==> config.mk <==
export PLATFORM = sky130hd
export DESIGN_NAME = mac_hilo
export DESIGN_NICKNAME = d
export VERILOG_FILES = /design/src/rtl/mac_pkg.sv /design/src/rtl/mac_ctrl.sv /design/src/rtl/mac_datapath.sv /design/src/rtl/mac_hilo.sv
export SDC_FILE = /design/constraint.sdc
export NUM_CORES = 1
export LEC_CHECK = 0
export ABC_AREA = 1
export BUFFER_PORTS_ARGS = -buffer_cell sky130_fd_sc_hd__buf_2
export CAP_MARGIN = 15
export CORE_MARGIN = 2
export CORE_UTILIZATION = 64
export CTS_CLUSTER_SIZE = 28
export DETAILED_ROUTE_END_ITERATION = 7
export GPL_TIMING_DRIVEN = 0
export PLACE_DENSITY = 0.93
export SLEW_MARGIN = 40
export SYNTH_ARGS = -nofsm -noshare
export SYNTH_HDL_FRONTEND = slang
export SYNTH_SLANG_ARGS = --single-unit
==> constraint.sdc <==
create_clock -name clk -period 19.3 [get_ports clk]
set_input_delay 3.86 -clock clk [delete_from_list [all_inputs] [get_ports clk]]
set_output_delay 3.86 -clock clk [all_outputs]
set_load 0.01 [all_outputs]
==> src/rtl/mac_pkg.sv <==
package mac_pkg;
  typedef struct packed {
    logic accEn;
    logic hiLoad;
    logic loLoad;
  } ctlStrobes_t;
endpackage

==> src/rtl/mac_ctrl.sv <==
module mac_ctrl (
  input  logic                  clk,
  input  logic                  rst,
  input  logic                  issue,
  input  logic                  hiWrEn,
  input  logic                  loWrEn,
  output mac_pkg::ctlStrobes_t  ctl,
  output logic                  done
);
  always_comb begin
    ctl.accEn  = issue;
    ctl.hiLoad = hiWrEn & ~issue;
    ctl.loLoad = loWrEn & ~issue;
  end

  always_ff @(posedge clk) begin
    if (rst) done <= 1'b0;
    else     done <= issue;
  end

  // a direct load never coexists with an accumulate
  assert_acc_priority_R8: assert property (@(posedge clk) disable iff (rst)
    ctl.accEn |-> !(ctl.hiLoad || ctl.loLoad));
  // done follows issue by one cycle
  assert_done_follows_R6: assert property (@(posedge clk) disable iff (rst)
    issue |=> done);
  assert_done_only_R6: assert property (@(posedge clk) disable iff (rst)
    !issue |=> !done);
endmodule

==> src/rtl/mac_datapath.sv <==
module mac_datapath #(
  parameter int OPW = 16,
  parameter int WW  = 32
) (
  input  logic                  clk,
  input  logic                  rst,
  input  mac_pkg::ctlStrobes_t  ctl,
  input  logic [2*WW-1:0]       opA,
  input  logic [2*WW-1:0]       opB,
  input  logic [WW-1:0]         hiWrData,
  input  logic [WW-1:0]         loWrData,
  output logic [WW-1:0]         hiReg,
  output logic [WW-1:0]         loReg,
  output logic                  badFlag
);
  localparam int DW  = 2 * WW;
  localparam int PW  = 2 * OPW;
  localparam int TOP = DW - OPW + 1;

  logic signed [OPW-1:0] aHalf, bHalf;
  logic signed [PW-1:0]  prod;
  logic [DW-1:0]         prodExt, sum;
  logic [TOP-1:0]        aUpper, bUpper;
  logic                  aBad, bBad;

  always_comb begin
    aHalf   = opA[OPW-1:0];
    bHalf   = opB[OPW-1:0];
    prod    = aHalf * bHalf;
    prodExt = {{(DW-PW){prod[PW-1]}}, prod};
    sum     = {hiReg, loReg} + prodExt;
    aUpper  = opA[DW-1:OPW-1];
    bUpper  = opB[DW-1:OPW-1];
    aBad    = ~((&aUpper) | ~(|aUpper));
    bBad    = ~((&bUpper) | ~(|bUpper));
  end

  always_ff @(posedge clk) begin
    if (rst) begin
      hiReg   <= '0;
      loReg   <= '0;
      badFlag <= 1'b0;
    end else begin
      badFlag <= ctl.accEn & (aBad | bBad);
      if (ctl.accEn) begin
        hiReg <= sum[DW-1:WW];
        loReg <= sum[WW-1:0];
      end else begin
        if (ctl.hiLoad) hiReg <= hiWrData;
        if (ctl.loLoad) loReg <= loWrData;
      end
    end
  end

  // reset clears the accumulator words
  assert_reset_clears_R9: assert property (@(posedge clk)
    rst |=> (hiReg == '0 && loReg == '0 && !badFlag));
  // idle cycles hold the accumulator
  assert_hold_idle_R11: assert property (@(posedge clk) disable iff (rst)
    !(ctl.accEn || ctl.hiLoad || ctl.loLoad) |=> ($stable(hiReg) && $stable(loReg)));
  // a lone LO load leaves HI alone and vice versa
  assert_lo_only_R7: assert property (@(posedge clk) disable iff (rst)
    (ctl.loLoad && !ctl.hiLoad) |=> ($stable(hiReg) && loReg == $past(loWrData)));
  assert_hi_only_R7: assert property (@(posedge clk) disable iff (rst)
    (ctl.hiLoad && !ctl.loLoad) |=> ($stable(loReg) && hiReg == $past(hiWrData)));
endmodule

==> src/rtl/mac_hilo.sv <==
module mac_hilo #(
  parameter int OPW = 16,
  parameter int WW  = 32
) (
  input  logic              clk,
  input  logic              rst,
  input  logic              issue,
  input  logic [2*WW-1:0]   opA,
  input  logic [2*WW-1:0]   opB,
  input  logic              hiWrEn,
  input  logic [WW-1:0]     hiWrData,
  input  logic              loWrEn,
  input  logic [WW-1:0]     loWrData,
  output logic [2*WW-1:0]   hiOut,
  output logic [2*WW-1:0]   loOut,
  output logic              done,
  output logic              badSignExt
);
  localparam int DW = 2 * WW;

  mac_pkg::ctlStrobes_t ctl;
  logic [WW-1:0] hiReg, loReg;
  logic          badFlag;

  mac_ctrl i_ctrl (
    .clk(clk), .rst(rst), .issue(issue), .hiWrEn(hiWrEn), .loWrEn(loWrEn),
    .ctl(ctl), .done(done)
  );

  mac_datapath #(.OPW(OPW), .WW(WW)) i_dp (
    .clk(clk), .rst(rst), .ctl(ctl), .opA(opA), .opB(opB),
    .hiWrData(hiWrData), .loWrData(loWrData),
    .hiReg(hiReg), .loReg(loReg), .badFlag(badFlag)
  );

  always_comb begin
    hiOut      = {{WW{hiReg[WW-1]}}, hiReg};
    loOut      = {{WW{loReg[WW-1]}}, loReg};
    badSignExt = badFlag;
  end

  function automatic logic [DW-1:0] refProd(input logic [OPW-1:0] a, input logic [OPW-1:0] b);
    logic signed [2*OPW-1:0] p;
    p = $signed(a) * $signed(b);
    return {{(DW-2*OPW){p[2*OPW-1]}}, p};
  endfunction

  // the word pair grows by the signed product, modulo 2^64
  assert_acc_step_R1: assert property (@(posedge clk) disable iff (rst)
    issue |=> (({hiOut[WW-1:0], loOut[WW-1:0]} - $past({hiOut[WW-1:0], loOut[WW-1:0]}))
               == refProd($past(opA[OPW-1:0]), $past(opB[OPW-1:0]))));
  // the flag only appears with done
  assert_flag_with_done_R5: assert property (@(posedge clk) disable iff (rst)
    badSignExt |-> done);
endmodule

==> results by group <==
Clocking
  • Bufs on Longest Clock Path: 2
  • Post-CTS Hold Buffers: 0
  • Cts bufs inserted: 9
  • Clk root buf: clkbuf_16
  • Clk pin slew, worst setup/hold paths: 60 ps
  • TritonCTS clock tree: yes
  • Post-cts sizing count: 0
  • H-tree Lvls: 3
  • Postcts setup bufs: 0
  • Clk_lat worst skew: around 360 ps
  • Clock Sinks: 66

Flow run
  • Max cap viols: 0

STA
  • Final setup viols: 0
  • Max-slew violations: 0
  • Final Skew: ~11 ps
  • Period minus WS final: about 13000 ps
  • Period utilization: 0.6806
  • Slew @ Worst Pin: around 830 ps
  • Final hold violations: 0
  • RSZ-0062 raised after global routing: false
  • Rel. slew slack: 0.4434
  • Fin Setup TNS: 0 ps
  • Max Freq: around 0.076 GHz

Detailed routing
  • # DRC: 0
  • Wirelength per Cell: about 19 um
  • DR vias/cell: 5.669
  • DRT Wirelength: about 69000 um
  • DR pass1 iterations: 6
  • Iteration-0 DRC Markers: about 2000
  • Final ANT Viol Nets: 0
  • Routed via count: 20360

Setup path
  • CP startpoint: opA[15]
  • R2r setup slk: ~16000 ps
  • Worst reg-to-reg path cell count: 12
  • CP Max Fanout: 32
  • CP arrival: ~13000 ps
  • Worst EP required: ~20000 ps
  • Delay of the slowest cell on the worst path: 830 ps
  • Worst reg2reg path endpoint: i_dp.hiReg[29]$_SDFFE_PP0P_
  • Reg2reg start: i_dp.loReg[31]$_SDFFE_PP0P_
  • Cell repeated most along the worst path: nand2_1
  • Crit. End Element: flop
  • Critical Path Sink: i_dp.hiReg[29]$_SDFFE_PP0P_
  • Startpoint Class: primary input
  • Worst path slowest cell: fa_1
  • Crit Path Class: in -> reg

Final layout
  • FF+latch area: 1324 um2
  • Fillers: 2413
  • Area occupied by multi-input gates: roughly 15000 um2
  • Util after Layout: 0.7268
  • Final Net Count: between 3000 and 4000
  • P&R area growth vs syn: 11.83%
  • Share of layout cells above drive strength 1: 0.1566

Placed design
  • Final HPWL DP: approximately 60000 um
  • RePlAce Congestion: 1.069
  • I/O Buffers: just under 300

Logic synthesis
  • Mapped Area: 19260 um2
  • Cells after Synth: just under 3000
  • Asr flop ratio synth: 0
  • Post-synth EDFFs: 0
  • Sequential element share of the synthesized area: 0.06859
  • Synth Flop Type: dfxtp_1
  • Synthesized area per cell: approximately 6.7 um2
  • Yosys warnings: 0
  • #FFs+latches synth: 66
  • Post-synth cell types: 54
  • Syn_nets: about 3500

Floorplan
  • Initial Utilization: 0.6499
  • Die ar.: 31500 um2
  • Std cell rows: between 60 and 70
  • Number of I/O pins: between 300 and 400
  • Die width: approximately 180 um
  • Die height: approximately 180 um
  • Core Area: between 20000 and 30000 um2

Global route
  • First-pass GRT wire length: 107700 um
  • Largest net degree at the start of global routing: 37
  • Remaining Overflow, GRT: 0
  • Vias in the first global route: 20620
  • Tot GR Track Use: 0.4476
  • Initial antenna violation count: 3

Min path
  • Hold WC Path Type: reg -> reg

Run status
  • Status: completed
## critical path, delay by kind of cell
kind | cells | cell delay (ps)
buffers and inverters | 6 | 1340
AOI/OAI and AO/OA | 1 | 50
and+or+nand+nor | 17 | 3350
adders and majority gates | 8 | 4680
## placed cells by master, fill, tap and decap left out, drive strengths merged
cell	n
nand2	794
inv	642
buf	367
fa	263
nor2	207
a21oi	186
ha	145
nand3	116
clkbuf	97
o21ai	96
dfxtp	66
nand4	51
xor2	37
nor4	32
nor3	16
xnor2	11
a21o	10
a31o	10
o21bai	9
or2	9
a31oi	6
a21boi	5
a32o	3
and2	3
diode	2
nand3b	2
a22o	2
o221ai	2
o21a	2
and3	2
clkinv	2
nor3b	1
o31ai	1
o211ai	1
a211oi	1
o41ai	1
nand2b	1
bufinv	1
## how the worst min path moves through the flow
stage / to / start / slack (ps) / depth (start not counted)
global route: i_dp.loReg[11]$_SDFFE_PP0P_ / i_dp.loReg[11]$_SDFFE_PP0P_ / 510 / 2
CTS: i_dp.loReg[26]$_SDFFE_PP0P_ / i_dp.loReg[26]$_SDFFE_PP0P_ / 490 / 2
global placement: i_dp.hiReg[22]$_SDFFE_PP0P_ / i_dp.hiReg[22]$_SDFFE_PP0P_ / 470 / 2
finish: i_dp.hiReg[14]$_SDFFE_PP0P_ / i_dp.hiReg[14]$_SDFFE_PP0P_ / 490 / 2
detailed placement: i_dp.loReg[28]$_SDFFE_PP0P_ / i_dp.loReg[28]$_SDFFE_PP0P_ / 480 / 2
floorplan: i_dp.hiReg[4]$_SDFFE_PP0P_ / i_dp.hiReg[4]$_SDFFE_PP0P_ / 500 / 2
## Yosys cell counts, types with 4 or more instances
library cell / n / share of area
a21boi_0: 4 / 0.0016
a21o_1: 10 / 0.0039
a21oi_1: 167 / 0.043
a21oi_2: 19 / 0.0086
a31o_2: 7 / 0.0032
a31oi_1: 6 / 0.0019
buf_1: 5 / 0.00097
buf_4: 64 / 0.025
clkbuf_1: 85 / 0.017
dfxtp_1: 66 / 0.069
fa_1: 263 / 0.27
ha_1: 145 / 0.094
inv_1: 621 / 0.12
inv_2: 21 / 0.0041
nand2_1: 776 / 0.15
nand2_2: 17 / 0.0055
nand3_1: 111 / 0.029
nand3_2: 5 / 0.0026
nand4_1: 51 / 0.017
nor2_1: 173 / 0.034
nor2_2: 28 / 0.0091
nor2_4: 6 / 0.0035
nor3_1: 13 / 0.0034
nor4_1: 31 / 0.010
o21ai_0: 78 / 0.020
o21ai_1: 14 / 0.0036
o21bai_1: 9 / 0.0035
or2_2: 7 / 0.0023
xnor2_1: 11 / 0.0050
xor2_1: 37 / 0.017
## routing by layer
metal | part of all wire | up-vias | track usage
li1 | - | 9358 | -
met1 | 0.35 | 9428 | 0.5067
met2 | 0.48 | 1221 | 0.7649
met3 | 0.086 | 353 | 0.07712
met4 | 0.082 | 4 | 0.3156
met5 | 0.00032 | - | 0
## cells by family (layout without fill, tap and decap cells)
| group | after synthesis | in the layout | synth area share |
|---|---|---|---|
| other | 0 | 2 | 0 |
| buffers and inverters | 797 | 1109 | 0.1678 |
| xor gates and xnor gates | 48 | 48 | 0.02183 |
| and+or+nand+nor | 1234 | 1234 | 0.2742 |
| adders and majority gates | 408 | 408 | 0.3675 |
| AOI/OAI and AO/OA | 335 | 335 | 0.1000 |
| DFF | 66 | 66 | 0.06859 |
## area by class of cell
cell class / instances / share of cell area
inverter: 642 / 0.1119
clock inverter: 3 / 0.001859
timing repair buffer: 297 / 0.06901
sequential: 66 / 0.06145
tap: 390 / 0.02265
multi-input combinational: 2025 / 0.6833
clock buffer: 12 / 0.01144
buffer: 155 / 0.03822
antenna: 2 / 0.0002323
## registers in the layout (all words and copies together), names as in the netlist
register and flops:
i_dp.hiReg 32, i_dp.loReg 32, i_ctrl.done 1, i_dp.badFlag 1
## stage by stage
stage,area (um2),worst slack [ps],cells,hold WS (ps)
4_1_cts,21530,6543,3590,485.9
3_5_place_dp,21240,6223,3575,477.7
5_1_grt,21540,5998,3591,509.7
2_1_floorplan,19260,8154,2888,503.7
6_report,21540,6165,3592,491.3
3_3_place_gp,21240,5931,3575,470.2
Power is not shown: default switching activity piles up to over one toggle a cycle in this logic, so the estimate is an artifact.
